===== config.mk =====
export PLATFORM = sky130hd
export DESIGN_NAME = worker_seq
export DESIGN_NICKNAME = d
export VERILOG_FILES = /design/src/rtl/wseq_pkg.sv /design/src/rtl/wseq_dp.sv /design/src/rtl/wseq_ctrl.sv /design/src/rtl/worker_seq.sv
export SDC_FILE = /design/constraint.sdc
export NUM_CORES = 1
export LEC_CHECK = 0
export BUFFER_PORTS_ARGS = -buffer_cell sky130_fd_sc_hd__buf_2
export CAP_MARGIN = 20
export CORE_UTILIZATION = 35
export DETAILED_ROUTE_END_ITERATION = 16
export GPL_TIMING_DRIVEN = 0
export HOLD_SLACK_MARGIN = 0.12
export REMOVE_ABC_BUFFERS = 1
export SETUP_SLACK_MARGIN = 0.15
export SLEW_MARGIN = 20
export SYNTH_ARGS = -nofsm -noshare
export SYNTH_HDL_FRONTEND = slang
export SYNTH_SLANG_ARGS = --single-unit

===== constraint.sdc =====
create_clock -name clk -period 2.1 [get_ports clk]
set_input_delay 0.42 -clock clk [delete_from_list [all_inputs] [get_ports clk]]
set_output_delay 0.42 -clock clk [all_outputs]
set_load 0.01 [all_outputs]

===== src/rtl/wseq_pkg.sv =====
package wseq_pkg;

  typedef enum logic [2:0] {
    REQ_FETCH  = 3'd0,
    REQ_FCONST = 3'd1,
    REQ_ICONST = 3'd2,
    REQ_BCONST = 3'd3,
    REQ_INPUT  = 3'd4,
    REQ_OUTPUT = 3'd5
  } reqKind_t;

  // strobes from control to datapath
  typedef struct packed {
    logic loadDisp;
    logic clrPc;
    logic incPc;
    logic loadInstr;
    logic selFetch;
  } strobes_t;

endpackage


===== src/rtl/wseq_dp.sv =====
module wseq_dp
  import wseq_pkg::*;
#(
  parameter int IDXW = 8
) (
  input  logic                  clk,
  input  logic                  rstN,
  input  strobes_t              strb,
  input  logic [IDXW-1:0]       dispI,
  input  logic [IDXW-1:0]       dispJ,
  input  logic [IDXW-1:0]       dispCond,
  input  logic [IDXW-1:0]       endPc,
  input  logic [4+2*IDXW-1:0]   memRspData,
  output logic [2:0]            curKind,
  output logic                  atEnd,
  output logic [2:0]            memReqType,
  output logic [IDXW-1:0]       memReqX,
  output logic [IDXW-1:0]       memReqY,
  output logic [IDXW-1:0]       memReqId,
  output logic [IDXW-1:0]       condReqValue,
  output logic [IDXW-1:0]       condReqI,
  output logic [IDXW-1:0]       condReqJ
);

  localparam int IW = 4 + 2*IDXW;

  logic [IDXW-1:0] idxI, idxJ, condVal, pc;
  logic [IW-1:0]   instr;
  logic            fSel;
  logic [IDXW-1:0] fA, fB;

  assign curKind = instr[IW-1 -: 3];
  assign fSel    = instr[2*IDXW];
  assign fA      = instr[2*IDXW-1 -: IDXW];
  assign fB      = instr[IDXW-1:0];
  assign atEnd   = (pc == endPc);

  always_ff @(posedge clk) begin
    if (!rstN) begin
      idxI    <= '0;
      idxJ    <= '0;
      condVal <= '0;
      pc      <= '0;
      instr   <= '0;
    end else begin
      if (strb.loadDisp) begin
        idxI    <= dispI;
        idxJ    <= dispJ;
        condVal <= dispCond;
      end
      if (strb.clrPc)          pc <= '0;
      else if (strb.incPc)     pc <= pc + 1'b1;
      if (strb.loadInstr)      instr <= memRspData;
    end
  end

  always_comb begin
    memReqType = REQ_FETCH;
    memReqX    = '0;
    memReqY    = '0;
    memReqId   = '0;
    if (strb.selFetch) begin
      memReqX = pc;
    end else begin
      memReqType = curKind;
      case (curKind)
        REQ_FCONST, REQ_ICONST, REQ_BCONST: memReqX = fA;
        REQ_INPUT: begin
          memReqX = fA;
          memReqY = fB;
        end
        REQ_OUTPUT: begin
          memReqX  = idxI;
          memReqY  = idxJ;
          memReqId = fA;
        end
        default: memReqType = REQ_FETCH;
      endcase
    end
  end

  assign condReqValue = fSel ? fB : condVal;
  assign condReqI     = idxI;
  assign condReqJ     = idxJ;

endmodule


===== src/rtl/wseq_ctrl.sv =====
module wseq_ctrl
  import wseq_pkg::*;
(
  input  logic       clk,
  input  logic       rstN,
  input  logic       dispValid,
  output logic       dispReady,
  output logic       busy,
  output logic       memReqValid,
  input  logic       memReqReady,
  input  logic       memRspValid,
  input  logic       condEnable,
  output logic       condReqValid,
  input  logic       condRspValid,
  input  logic       condRspPass,
  input  logic [2:0] curKind,
  input  logic       atEnd,
  output strobes_t   strb
);

  typedef enum logic [2:0] {
    S_IDLE, S_FETCH, S_WAIT, S_DECODE, S_DATA, S_COND, S_DONE
  } state_t;

  state_t state, nextState;

  always_ff @(posedge clk) begin
    if (!rstN) state <= S_IDLE;
    else       state <= nextState;
  end

  always_comb begin
    nextState = state;
    strb      = '0;
    case (state)
      S_IDLE: if (dispValid) begin
        strb.loadDisp = 1'b1;
        strb.clrPc    = 1'b1;
        nextState     = S_FETCH;
      end
      S_FETCH: begin
        strb.selFetch = 1'b1;
        if (memReqReady) nextState = S_WAIT;
      end
      S_WAIT: if (memRspValid) begin
        strb.loadInstr = 1'b1;
        nextState      = S_DECODE;
      end
      S_DECODE: begin
        case (curKind)
          REQ_FCONST, REQ_ICONST, REQ_BCONST, REQ_INPUT: nextState = S_DATA;
          REQ_OUTPUT: nextState = condEnable ? S_COND : S_DATA;
          default:    nextState = S_DONE;
        endcase
      end
      S_DATA: if (memReqReady) nextState = S_DONE;
      S_COND: if (condRspValid) nextState = condRspPass ? S_DATA : S_DONE;
      S_DONE: begin
        if (atEnd) nextState = S_IDLE;
        else begin
          strb.incPc = 1'b1;
          nextState  = S_FETCH;
        end
      end
      default: nextState = S_IDLE;
    endcase
  end

  assign dispReady    = (state == S_IDLE);
  assign busy         = (state != S_IDLE);
  assign memReqValid  = (state == S_FETCH) || (state == S_DATA);
  assign condReqValid = (state == S_COND);

endmodule


===== src/rtl/worker_seq.sv =====
module worker_seq
  import wseq_pkg::*;
#(
  parameter int IDXW = 8
) (
  input  logic                clk,
  input  logic                rstN,
  input  logic                dispValid,
  output logic                dispReady,
  input  logic [IDXW-1:0]     dispI,
  input  logic [IDXW-1:0]     dispJ,
  input  logic [IDXW-1:0]     dispCond,
  input  logic [IDXW-1:0]     endPc,
  input  logic                condEnable,
  output logic                busy,
  output logic                memReqValid,
  input  logic                memReqReady,
  output logic [2:0]          memReqType,
  output logic [IDXW-1:0]     memReqX,
  output logic [IDXW-1:0]     memReqY,
  output logic [IDXW-1:0]     memReqId,
  input  logic                memRspValid,
  input  logic [4+2*IDXW-1:0] memRspData,
  output logic                condReqValid,
  output logic [IDXW-1:0]     condReqValue,
  output logic [IDXW-1:0]     condReqI,
  output logic [IDXW-1:0]     condReqJ,
  input  logic                condRspValid,
  input  logic                condRspPass
);

  strobes_t   strb;
  logic [2:0] curKind;
  logic       atEnd;

  wseq_ctrl u_ctrl (
    .clk(clk), .rstN(rstN),
    .dispValid(dispValid), .dispReady(dispReady), .busy(busy),
    .memReqValid(memReqValid), .memReqReady(memReqReady),
    .memRspValid(memRspValid), .condEnable(condEnable),
    .condReqValid(condReqValid), .condRspValid(condRspValid),
    .condRspPass(condRspPass), .curKind(curKind), .atEnd(atEnd),
    .strb(strb)
  );

  wseq_dp #(.IDXW(IDXW)) u_dp (
    .clk(clk), .rstN(rstN), .strb(strb),
    .dispI(dispI), .dispJ(dispJ), .dispCond(dispCond), .endPc(endPc),
    .memRspData(memRspData), .curKind(curKind), .atEnd(atEnd),
    .memReqType(memReqType), .memReqX(memReqX), .memReqY(memReqY),
    .memReqId(memReqId), .condReqValue(condReqValue),
    .condReqI(condReqI), .condReqJ(condReqJ)
  );

endmodule


==> metrics.txt, run 1 <==
dpl cells=551; R2R depth=6; Max Clock Skew=0.00531 ns; critical path endpoint category=output port; final RePlAce weighted congestion=0.778; worst hold-check slack=0.339 ns; Reg2Reg Capture Point=u_dp.instr[17]; antenna violations before repair=0; Finish-stage setup viols=19; Detailed Route Iter0 Violations=72; Slew @ Worst Pin=0.794 ns; DPL Wire Length=5320 um; overall power=2.77 mW; slew margin rel.=47.0%; post-layout util=48.5%; final cell area excluding filler cells=3750 um^2; clock buffer depth=2; Die Ht=91.5 um; crit path DAT=1.78 ns; min-delay src=dispCond[6]; Synth Register Bits=55; Buf+Inv Stages, Crit Path=2; number of remaining DRC errors=0; Post-synth EDFFs=0; Endpoint, Worst Hold=u_dp.condVal[6]; critical-path maximum fanout=8; status=finished with violations; Port Buf Inserts=114; Die W=91.5 um; Initial Util=36.3%; # nets final=between 500 and 600; vias in the first global route=~2700; via count=between 2000 and 3000; final critical-path share of the clock period=105%; Period minus WS final=2.20 ns; Async SR Flop Fraction=0%; Yosys cell types=42; # fillers=822; Fin Setup TNS=-1.34 ns; worst-skew pair later-pin latency=0.31 ns; Total Die Area=8380 um^2; Cell Chain, Critical Path=nor3b_4, buf_4, and3b_2, a22oi_1, nand2_1, buf_2; max-cap viol count=0; Worst-path clk slew=around 0.1 ns; fin worst setup slack=-0.104 ns; slowest stage cell, crit path=dfxtp_4; routed length per instance=13.9 um; Mapped Avg Cell Area=7.84 um^2; CTS Buf Count=5; fin. max-slew vios=0; global-route wire length before repair=about 13000 um; hold depth=3; First-pass DRT Iterations=5; Crit path required time=1.68 ns; area grow syn2layout=33.7%; Power Density=~740 nW/um^2; crit path launch type=flip-flop; register area share after synthesis=39.3%; drt total wl=roughly 8000 um; n_diodes=0; H-tree Lvls=2; vias per inst=4.77; RSZ-0062 raised after global routing=yes; CP max stage delay=0.37 ns; Total Routing Usage GR=19.6%; pin count of the biggest net entering global routing=50; num rows=32; Non-Filler Instances=577; CORE AREA=7730 um^2; main flop type after synthesis=dfxtp_1; kind of critical path=flip-flop to output port; Yosys Warn Count=0; DP Area=3410 um^2; clock root cell=clkbuf_8; Max VDD drop=0.258 mV; layout cells sized above 1=36.0%; GRT overflow=0; IO Pins=~120; clk sinks=55; Place WS=-0.488 ns; failing checks=setup timing; reg-to-reg setup timing slack=between 0.2 and 0.3 ns; max frequency=454 MHz; family with the most delay on the worst path=simple AND/OR/NAND/NOR gates; TritonCTS clock tree=yes; Worst Hold Class=primary input to flip-flop; Cell Area, Synth=2810 um^2; r2r startpoint=u_ctrl.state[0]; remaining antenna violation count=0; LEAKAGE=1.63 nW; Synth Instances=358; Hold Vio Cnt, Final=0
## worst reg2reg max path, delay by kind of cell, from the launching register on
family                 cells  cell delay, ns
AOI/OAI and AO/OA          1            0.16
buffers and inverters      2            0.30
DFF                        1            0.36
and+or+nand+nor            3            0.92
## report_power, final
group | switching [mW] | total, mW | leakage [nW] | internal [mW]
Combinational | 0.536 | 0.937 | 1.14 | 0.400
Clock | 0.351 | 0.585 | 0.0412 | 0.234
Sequential | 0.0866 | 1.25 | 0.451 | 1.16
## cells in the mapped netlist (3+ instances only)
cell | count | area share (%)
a21boi_0 | 43 | 12
a21oi_1 | 7 | 1.2
a22oi_1 | 8 | 2.1
and2_1 | 9 | 2.0
buf_1 | 3 | 0.40
buf_2 | 6 | 1.1
clkbuf_1 | 12 | 1.6
dfxtp_1 | 55 | 39
inv_1 | 4 | 0.54
mux2_2 | 8 | 3.2
mux2i_1 | 10 | 3.6
nand2_1 | 113 | 15
nand3_1 | 5 | 0.89
nor2_1 | 17 | 2.3
o21ai_0 | 7 | 1.2
or3_1 | 5 | 1.1
xnor2_1 | 10 | 3.1
xor2_1 | 3 | 0.94
## per-layer routing
layer | global-route usage, % | wire [um] | up-vias
met2 | 33.6 | 3750 | 85
met5 | 0 | 0 | -
li1 | - | - | 1427
met4 | 5.56 | 115 | 0
met3 | 5.78 | 585 | 11
met1 | 23.7 | 3540 | 1232
## cell families (layout without fill, tap and decap cells)
logic type	count (synthesis)	count (layout)	synth area share [%]
XOR/XNOR	13	13	4.06
multiplexers	18	18	6.78
buffers and inverters	28	145	4.33
AND/OR/NAND/NOR	169	169	26.6
adder cells (fa/ha/maj)	1	1	0.446
flip-flops	55	55	39.3
AO/OA/AOI/OAI	74	74	18.5
## sequential cells by signal, indices dropped and copies added, names as in the netlist
register	count
u_ctrl.state	3
u_dp.condReqI	8
u_dp.condReqJ	8
u_dp.pc	8
u_dp.instr	20
u_dp.condVal	8
## worst max path at each step
stage,cells past startpoint,to,startpoint,slack (ns)
floorplan,4,memReqId[0],u_ctrl.state[0],-0.28
global placement,5,memReqId[1],u_ctrl.state[0],-1.32
detailed placement,5,memReqId[1],u_ctrl.state[1],-0.49
CTS,6,memReqId[6],u_ctrl.state[0],-0.14
global route,6,memReqId[6],u_ctrl.state[0],-0.17
finish,6,memReqX[6],u_ctrl.state[1],-0.10
## area by class of cell
cell class	instances	area [um^2]	share of cell area (%)
inverters	4	15.0	0.400
clock buffers	6	72.6	1.93
multi-input cells	275	1660	44.2
clock inverters	2	12.5	0.334
well taps	102	128	3.40
repair buffers	133	748	19.9
flip-flops and latches	55	1120	29.8
## cells in the final DEF (no fill, tap or decap), drive strengths merged, types with 2 or more instances in the layout
cell type,count
inv,4
nand2,113
xnor2,10
nand3,5
nand4,2
dfxtp,55
nor3,3
a21oi,7
nor2,18
and3,2
clkbuf,6
o211ai,2
nand2b,2
and2,10
buf,133
a21boi,45
xor2,3
o21ai,9
mux2,8
a22oi,8
mux2i,10
or3,5
nor2b,2
nor3b,2
## repair_timing
action                     CTS  global route
setup endpoints to repair   79            52
buffers inserted            17             1
pin swaps                    6             3
hold buffers                 0             0
gates resized for setup     26             6
hold endpoints to repair     0             0
No activity file was read; power rests on OpenSTA's default activity.
==> inputs of run 2 (changes only) <==
--- a/config.mk
+++ b/config.mk
@@ -5,6 +5,7 @@
 export SDC_FILE = /design/constraint.sdc
 export NUM_CORES = 1
 export LEC_CHECK = 0
+export ABC_AREA = 1
 export BUFFER_PORTS_ARGS = -buffer_cell sky130_fd_sc_hd__buf_2
 export CAP_MARGIN = 20
 export CORE_UTILIZATION = 35
==> constraint.sdc (replaced) <==
create_clock -name clk -period 2.84 [get_ports clk]
set_input_delay 0.568 -clock clk [delete_from_list [all_inputs] [get_ports clk]]
set_output_delay 0.568 -clock clk [all_outputs]
set_load 0.01 [all_outputs]
==> run 2 against run 1 <==
  * The run now ends clean
  * Largest cell class unchanged
  * Critical path type unchanged
  * Final cell count is 8.1% higher
  * Final area is 6.0% lower
  * Sequential share of layout area is 1.5 points higher
  * Setup slack better by 0.47 ns
  * Sequential power is 17% lower
==> metrics.txt, run 2 <==
Max Clock Skew=0.0137 ns (+0.00840 ns); final critical-path share of the clock period=between 80 and 90%; critical path endpoint category=output port; Yosys Warn Count=0 (unchanged); Max VDD drop=0.464 mV (+80%); Total Routing Usage GR=19.3% (-0.30 points); Finish-stage setup viols=0 (-19); max frequency=404 MHz; antenna violations before repair=0 (unchanged); RSZ-0062 raised after global routing=no; status=complete, no violations; vias in the first global route=2738 (+2.5%); Total Die Area=8430 um^2 (+0.61%); clock buffer depth=2 (unchanged); pin count of the biggest net entering global routing=41 (-18%); Reg2Reg Capture Point=u_dp.instr[13]; main flop type after synthesis=dfxtp_1; area grow syn2layout=24.9%; TritonCTS clock tree=yes; n_diodes=0 (unchanged); # nets final=582 (+8.8%); clock root cell=clkbuf_8; global-route wire length before repair=13100 um (+0.95%); r2r startpoint=u_ctrl.state[0]; Detailed Route Iter0 Violations=186 (+160%); number of remaining DRC errors=0 (unchanged); via count=3071 (+11%); critical-path maximum fanout=20 (+12); routed length per instance=12.9 um (-7.0%); cts hold-fix bufs=0 (unchanged); min-delay src=u_dp.condVal[5]; remaining antenna violation count=0 (unchanged); met2 usage=30.7% (-2.9 points); Place WS=-0.0793 ns (+0.408 ns); Mapped Avg Cell Area=6.70 um^2 (-14%); First-pass DRT Iterations=5 (unchanged); layout cells sized above 1=27.0% (-9.0 points); clk sinks=55 (unchanged); Worst-path clk slew=0.09 ns (about the same); largest reg by FF count=u_dp.instr; drt total wl=8040 um (+0.56%); R2R depth=6 (unchanged); fin worst setup slack=0.362 ns (+0.466 ns); GRT overflow=0 (unchanged); post-layout util=45.4% (-3.1 points); most frequent cells in the layout=114 x buf_2, 91 x nand2_1, 61 x a21oi_1; max-cap viol count=0 (unchanged); Worst Hold Class=flip-flop to flip-flop; vias per inst=4.92 (+3.1%); most frequent cell after synthesis=nand2_1; Synth area leaders=dfxtp_1 39%, nand2_1 12%, a21oi_1 11%; CTS Buf Count=5 (unchanged); final RePlAce weighted congestion=0.843 (+8.4%); Fin Setup TNS=0 ns (+1.34 ns); kind of critical path=flip-flop to output port; final cell area excluding filler cells=3530 um^2 (-6.0%); Power Density=707 nW/um^2 (-4.3%); Slew @ Worst Pin=0.955 ns (+0.160 ns); Async SR Flop Fraction=0% (unchanged); gr busiest metal=met2; DPL Wire Length=5840 um (+9.8%); Post-synth EDFFs=0 (unchanged); H-tree Lvls=2 (unchanged); register area share after synthesis=39.0% (-0.24 points); post-synth top area cell=dfxtp_1; fin. max-slew vios=0 (unchanged); hold depth=2 (-1); Hold Vio Cnt, Final=0 (unchanged); Initial Util=36.3% (+0.038 points); overall power=2.49 mW (-10%); CORE AREA=7770 um^2 (+0.52%); synth cell count leaders=91 x nand2_1, 61 x a21oi_1, 55 x dfxtp_1; num rows=32 (unchanged); slew margin rel.=36.2% (-11 points); Synth Instances=421 (+18%); max reg flops=20 (unchanged); Die W=91.8 um (+0.31%); Synth Register Bits=55 (unchanged); Die Ht=91.8 um (+0.31%); met1 usage=26.1% (+2.4 points); Port Buf Inserts=114 (unchanged); Crit path required time=2.27 ns (+0.59 ns); Cell Area, Synth=2820 um^2 (+0.62%); reg-to-reg setup timing slack=0.48 ns (+0.20 ns); Synth top area share=39.0% (-0.24 points); Yosys cell types=27 (-36%); commonest non-fill, non-tap cell in the layout=buf_2; IO Pins=115 (unchanged); crit path launch type=flip-flop; worst-skew pair later-pin latency=0.31 ns (about the same); Period minus WS final=2.48 ns; DP Area=3390 um^2 (-0.62%); LEAKAGE=1.60 nW (-1.9%); crit path DAT=1.91 ns (+0.13 ns); Endpoint, Worst Hold=u_dp.condVal[5]; global routing usage on met3=3.98% (-1.8 points)
[run 2: cell count changes in the layout (fill, tap and decap cells not counted), moves of 19 or more]
cell / delta
nand3_1: +27
o21ai_0: +35
inv_1: +49
a21oi_1: +54
a21boi_0: -43
nand2_1: -19
[run 2: stage by stage]
stage,hold WS (ns),std cells
floorplan,0.424,397
global placement,0.436,613
detailed placement,0.444,613
CTS,0.459,622
global route,0.485,624
finish,0.455,624
[run 2: layout make-up]
cell class	count	area, um^2
clock buffers	7	86.3
clock inverters	1	8.76
fillers	854	4240
inverters	58	224
multi-input cells	284	1380
flip-flops and latches	55	1100
well taps	102	128
repair buffers	117	593
[run 2: cells by family (layout without fill, tap and decap cells)]
logic type | count (synthesis) | after routing | synth area share [%]
XOR/XNOR | 9 | 9 | 2.79
flip-flops | 55 | 55 | 39.0
AO/OA/AOI/OAI | 117 | 117 | 21.3
adder cells (fa/ha/maj) | 1 | 1 | 0.443
AND/OR/NAND/NOR | 157 | 157 | 24.0
buffers and inverters | 82 | 183 | 12.4
[run 2: worst max-delay path: stages, from the launching register on]
cell and delay (ns):
dfxtp_1 0.47, nand3_2 0.43, inv_4 0.35, nand2_1 0.07, o21ai_0 0.11, buf_2 0.18
[run 2: how the worst max path moves through the flow]
| stage | to | from | slack [ns] | cells after the start |
|---|---|---|---|---|
| floorplan | memReqX[0] | u_dp.instr[19] | 0.64 | 6 |
| global placement | memReqX[7] | u_dp.instr[19] | -0.07 | 7 |
| detailed placement | memReqX[7] | u_dp.instr[19] | -0.08 | 7 |
| CTS | memReqX[7] | u_dp.instr[19] | 0.24 | 8 |
| global route | memReqX[5] | u_dp.instr[18] | 0.15 | 8 |
| finish | memReqX[4] | u_ctrl.state[0] | 0.36 | 5 |
[run 2: timing repair]
item	in CTS	in global routing
pin swaps	0	1
setup buffers	1	2
resized for setup	5	2
endpoints found under the setup margin	25	7
[run 2: where the power goes]
| group | switching (mW) | internal (mW) |
|---|---|---|
| Combinational | 0.683 | 0.316 |
| Clock | 0.254 | 0.201 |
| Sequential | 0.111 | 0.929 |
| Total | 1.05 | 1.45 |
[run 2: routing by layer]
metal / share of wire (%) / wire length (um)
met1: 47 / 3770
met2: 45 / 3610
met3: 6.8 / 549
met4: 1.4 / 114
met5: 0 / 0
==> inputs of run 3 (changes only) <==
--- a/config.mk
+++ b/config.mk
@@ -8,13 +8,14 @@
 export ABC_AREA = 1
 export BUFFER_PORTS_ARGS = -buffer_cell sky130_fd_sc_hd__buf_2
 export CAP_MARGIN = 20
+export CORE_MARGIN = 4
 export CORE_UTILIZATION = 35
 export DETAILED_ROUTE_END_ITERATION = 16
 export GPL_TIMING_DRIVEN = 0
 export HOLD_SLACK_MARGIN = 0.12
 export REMOVE_ABC_BUFFERS = 1
 export SETUP_SLACK_MARGIN = 0.15
-export SLEW_MARGIN = 20
+export SLEW_MARGIN = 40
 export SYNTH_ARGS = -nofsm -noshare
 export SYNTH_HDL_FRONTEND = slang
 export SYNTH_SLANG_ARGS = --single-unit
==> run 3 against run 2 <==
  * Clock-buffer cell count is 2 lower
  * Global-route usage is 2.1 points lower
  * Combinational power hardly changed
  * Power is 0.61% higher
  * Clock skew is 0.0027 ns lower
  * Clock power is 1% higher
  * Final area is 0.85% higher
  * Non-clock buffer count is 3 higher
  * Sequential power hardly changed
  * Routed wire length is 6.3% higher
==> metrics.txt, run 3 (same netlist as run 2, synthesis figures left out) <==
Hold Vio Cnt, Final=0 (unchanged); worst hold-check slack=0.455 ns (-0.000245 ns); vias per inst=4.84 (-1.7%); DPL Wire Length=6200 um (+6.2%); Detailed Route Iter0 Violations=159 (-15%); Worst Hold Class=flip-flop to flip-flop; Endpoint, Worst Hold=u_dp.condVal[1]; Total Routing Usage GR=17.2% (-2.1 points); layout cells sized above 1=27.8% (+0.80 points); IO Pins=115 (unchanged); pin count of the biggest net entering global routing=41 (unchanged); hold depth=2 (unchanged); Power Density=706 nW/um^2 (-0.24%); Clock power frac=18.4% (+0.2 points); area grow syn2layout=26.0%; Total Die Area=9570 um^2 (+13%); overall power=2.51 mW (+0.61%); Reg2Reg Capture Point=u_dp.pc[2]; family with the most delay on the worst path=buffers and inverters; routed length per instance=13.6 um (+5.8%); number of remaining DRC errors=0 (unchanged); max-cap viol count=0 (unchanged); clock root cell=clkbuf_8; CORE AREA=7770 um^2 (unchanged); critical-path maximum fanout=10 (-50%); cts hold-fix bufs=0 (unchanged); CP dominant cell by count=nand2_1; Cell Chain, Critical Path=nand2_1, nor2_4, clkinvlp_4, buf_4, o22ai_1, nand2_1, o21ai_0, buf_2; max reg flops=20 (unchanged); R2R depth=8 (+2); Max Clock Skew=0.0110 ns (-0.00274 ns); final critical-path share of the clock period=88.0% (+0.75 points); most frequent cells in the layout=114 x buf_2, 90 x nand2_1, 61 x a21oi_1; Worst-path clk slew=0.10 ns (about the same); Buf+Inv Stages, Crit Path=3 (+1); fin. max-slew vios=0 (unchanged); worst-skew pair later-pin latency=0.32 ns (about the same); max frequency=400 MHz (-0.86%); # nets final=585 (+0.52%); crit path DAT=1.93 ns (+0.02 ns); CTS Buf Count=5 (unchanged); clk sinks=55 (unchanged); First-pass DRT Iterations=4 (-1); Max VDD drop=0.409 mV (-12%); Reg power frac=41.6% (about the same); final RePlAce weighted congestion=0.845 (+0.20%); Port Buf Inserts=114 (unchanged); kind of critical path=flip-flop to output port; min-delay src=u_dp.condVal[1]; crit path launch type=flip-flop; critical path endpoint category=output port; drt total wl=8550 um (+6.3%); Die W=97.8 um (+6.5%); Net Sw Frac=43.1% (+1.1 points); Slew @ Worst Pin=0.709 ns (-0.245 ns); # fillers=855 (+0.12%); Initial Util=36.3% (unchanged); multi-input logic area=1390 um^2 (+0.54%); TritonCTS clock tree=yes; status=complete, no violations; RSZ-0062 raised after global routing=no; antenna violations before repair=0 (unchanged); commonest non-fill, non-tap cell in the layout=buf_2; num rows=32 (unchanged); via count=3032 (-1.3%); switching pwr=1.08 mW (+3.2%); CP max stage delay=0.42 ns (-0.05 ns); Crit path required time=2.27 ns (about the same); GRT overflow=0 (unchanged); largest reg by FF count=u_dp.instr; reg-to-reg setup timing slack=0.78 ns (+0.30 ns); H-tree Lvls=2 (unchanged); Die Ht=97.8 um (+6.5%); Period minus WS final=2.50 ns (+0.0214 ns); Place WS=-0.116 ns (-0.0364 ns); Finish-stage setup viols=0 (unchanged); combinational fraction of design power=40.0% (about the same); n_diodes=0 (unchanged); post-layout util=45.8% (+0.39 points); remaining antenna violation count=0 (unchanged); LEAKAGE=1.62 nW (+0.91%); clock buffer depth=2 (unchanged); fin worst setup slack=0.341 ns (-0.0214 ns); slowest stage cell, crit path=dfxtp_1; slew margin rel.=52.5% (+16 points); cell internal pwr=1.43 mW (-1.3%); global-route wire length before repair=13500 um (+3.2%); register area=1100 um^2 (+0.23%); r2r startpoint=u_ctrl.state[0]; vias in the first global route=2839 (+3.7%)
[run 3: cell types whose count changed in the layout (fill, tap and decap cells not counted), sizes merged]
| cell | before | now |
|---|---|---|
| buf | 117 | 120 |
| clkbuf | 7 | 5 |
| clkinvlp | 1 | 2 |
| inv | 57 | 58 |
[run 3: timing repair]
item	4_1_cts	5_1_grt
endpoints found under the setup margin	24	9
buffers inserted	3	3
resized for setup	6	2
pin swaps	0	1
[run 3: how the worst max path moves through the flow]
| stage | end | cells past startpoint | slack [ns] | from |
|---|---|---|---|---|
| 6_report | memReqX[7] | 8 | 0.34 | u_dp.instr[17] |
| 5_1_grt | memReqX[5] | 8 | 0.16 | u_dp.instr[17] |
| 4_1_cts | memReqX[7] | 8 | 0.21 | u_dp.instr[19] |
| 3_5_place_dp | memReqX[7] | 7 | -0.12 | u_dp.instr[19] |
| 3_3_place_gp | memReqX[7] | 7 | -0.06 | u_dp.instr[19] |
| 2_1_floorplan | memReqX[0] | 6 | 0.64 | u_dp.instr[19] |
[run 3: metrics by stage]
step	std cells	instance area, um^2	TNS [ns]
after detailed placement	613	3390	-0.378
after global placement	613	3390	-0.0725
final	627	3560	0
after CTS	624	3530	0
after global routing	627	3560	0
after floorplan	397	2690	0
[run 3: power by group through the flow]
stage                     clock (mW)  combinational (mW)  sequential [mW]
after floorplan                    0               0.605             1.06
after global placement             0               0.985             1.05
after detailed placement           0                1.00             1.06
after CTS                      0.475                1.02             1.04
after global routing           0.502                1.13             1.07
final                          0.461                1.00             1.04
[run 3: cell type report]
type,instances,share of cell area [%]
Inverter,58,6.30
Multi-Input combinational cell,284,39.1
Clock inverter,3,0.669
Clock buffer,5,1.94
Tap cell,102,3.59
Timing Repair Buffer,120,17.3
Sequential cell,55,31.1
[run 3: worst register-to-register path: stages, from the launching register on]
cell,delay (ns)
dfxtp_1,0.39
inv_2,0.10
nand2_2,0.09
nor2_4,0.26
nand2_2,0.48
nand2_1,0.43
inv_1,0.09
o21ai_0,0.08
nor2_1,0.06
[run 3: routing by layer]
layer,track usage [%],share of wire (%)
met1,22.0,45
met3,4.14,7.3
met4,6.60,2.4
met5,0,0
met2,28.1,46
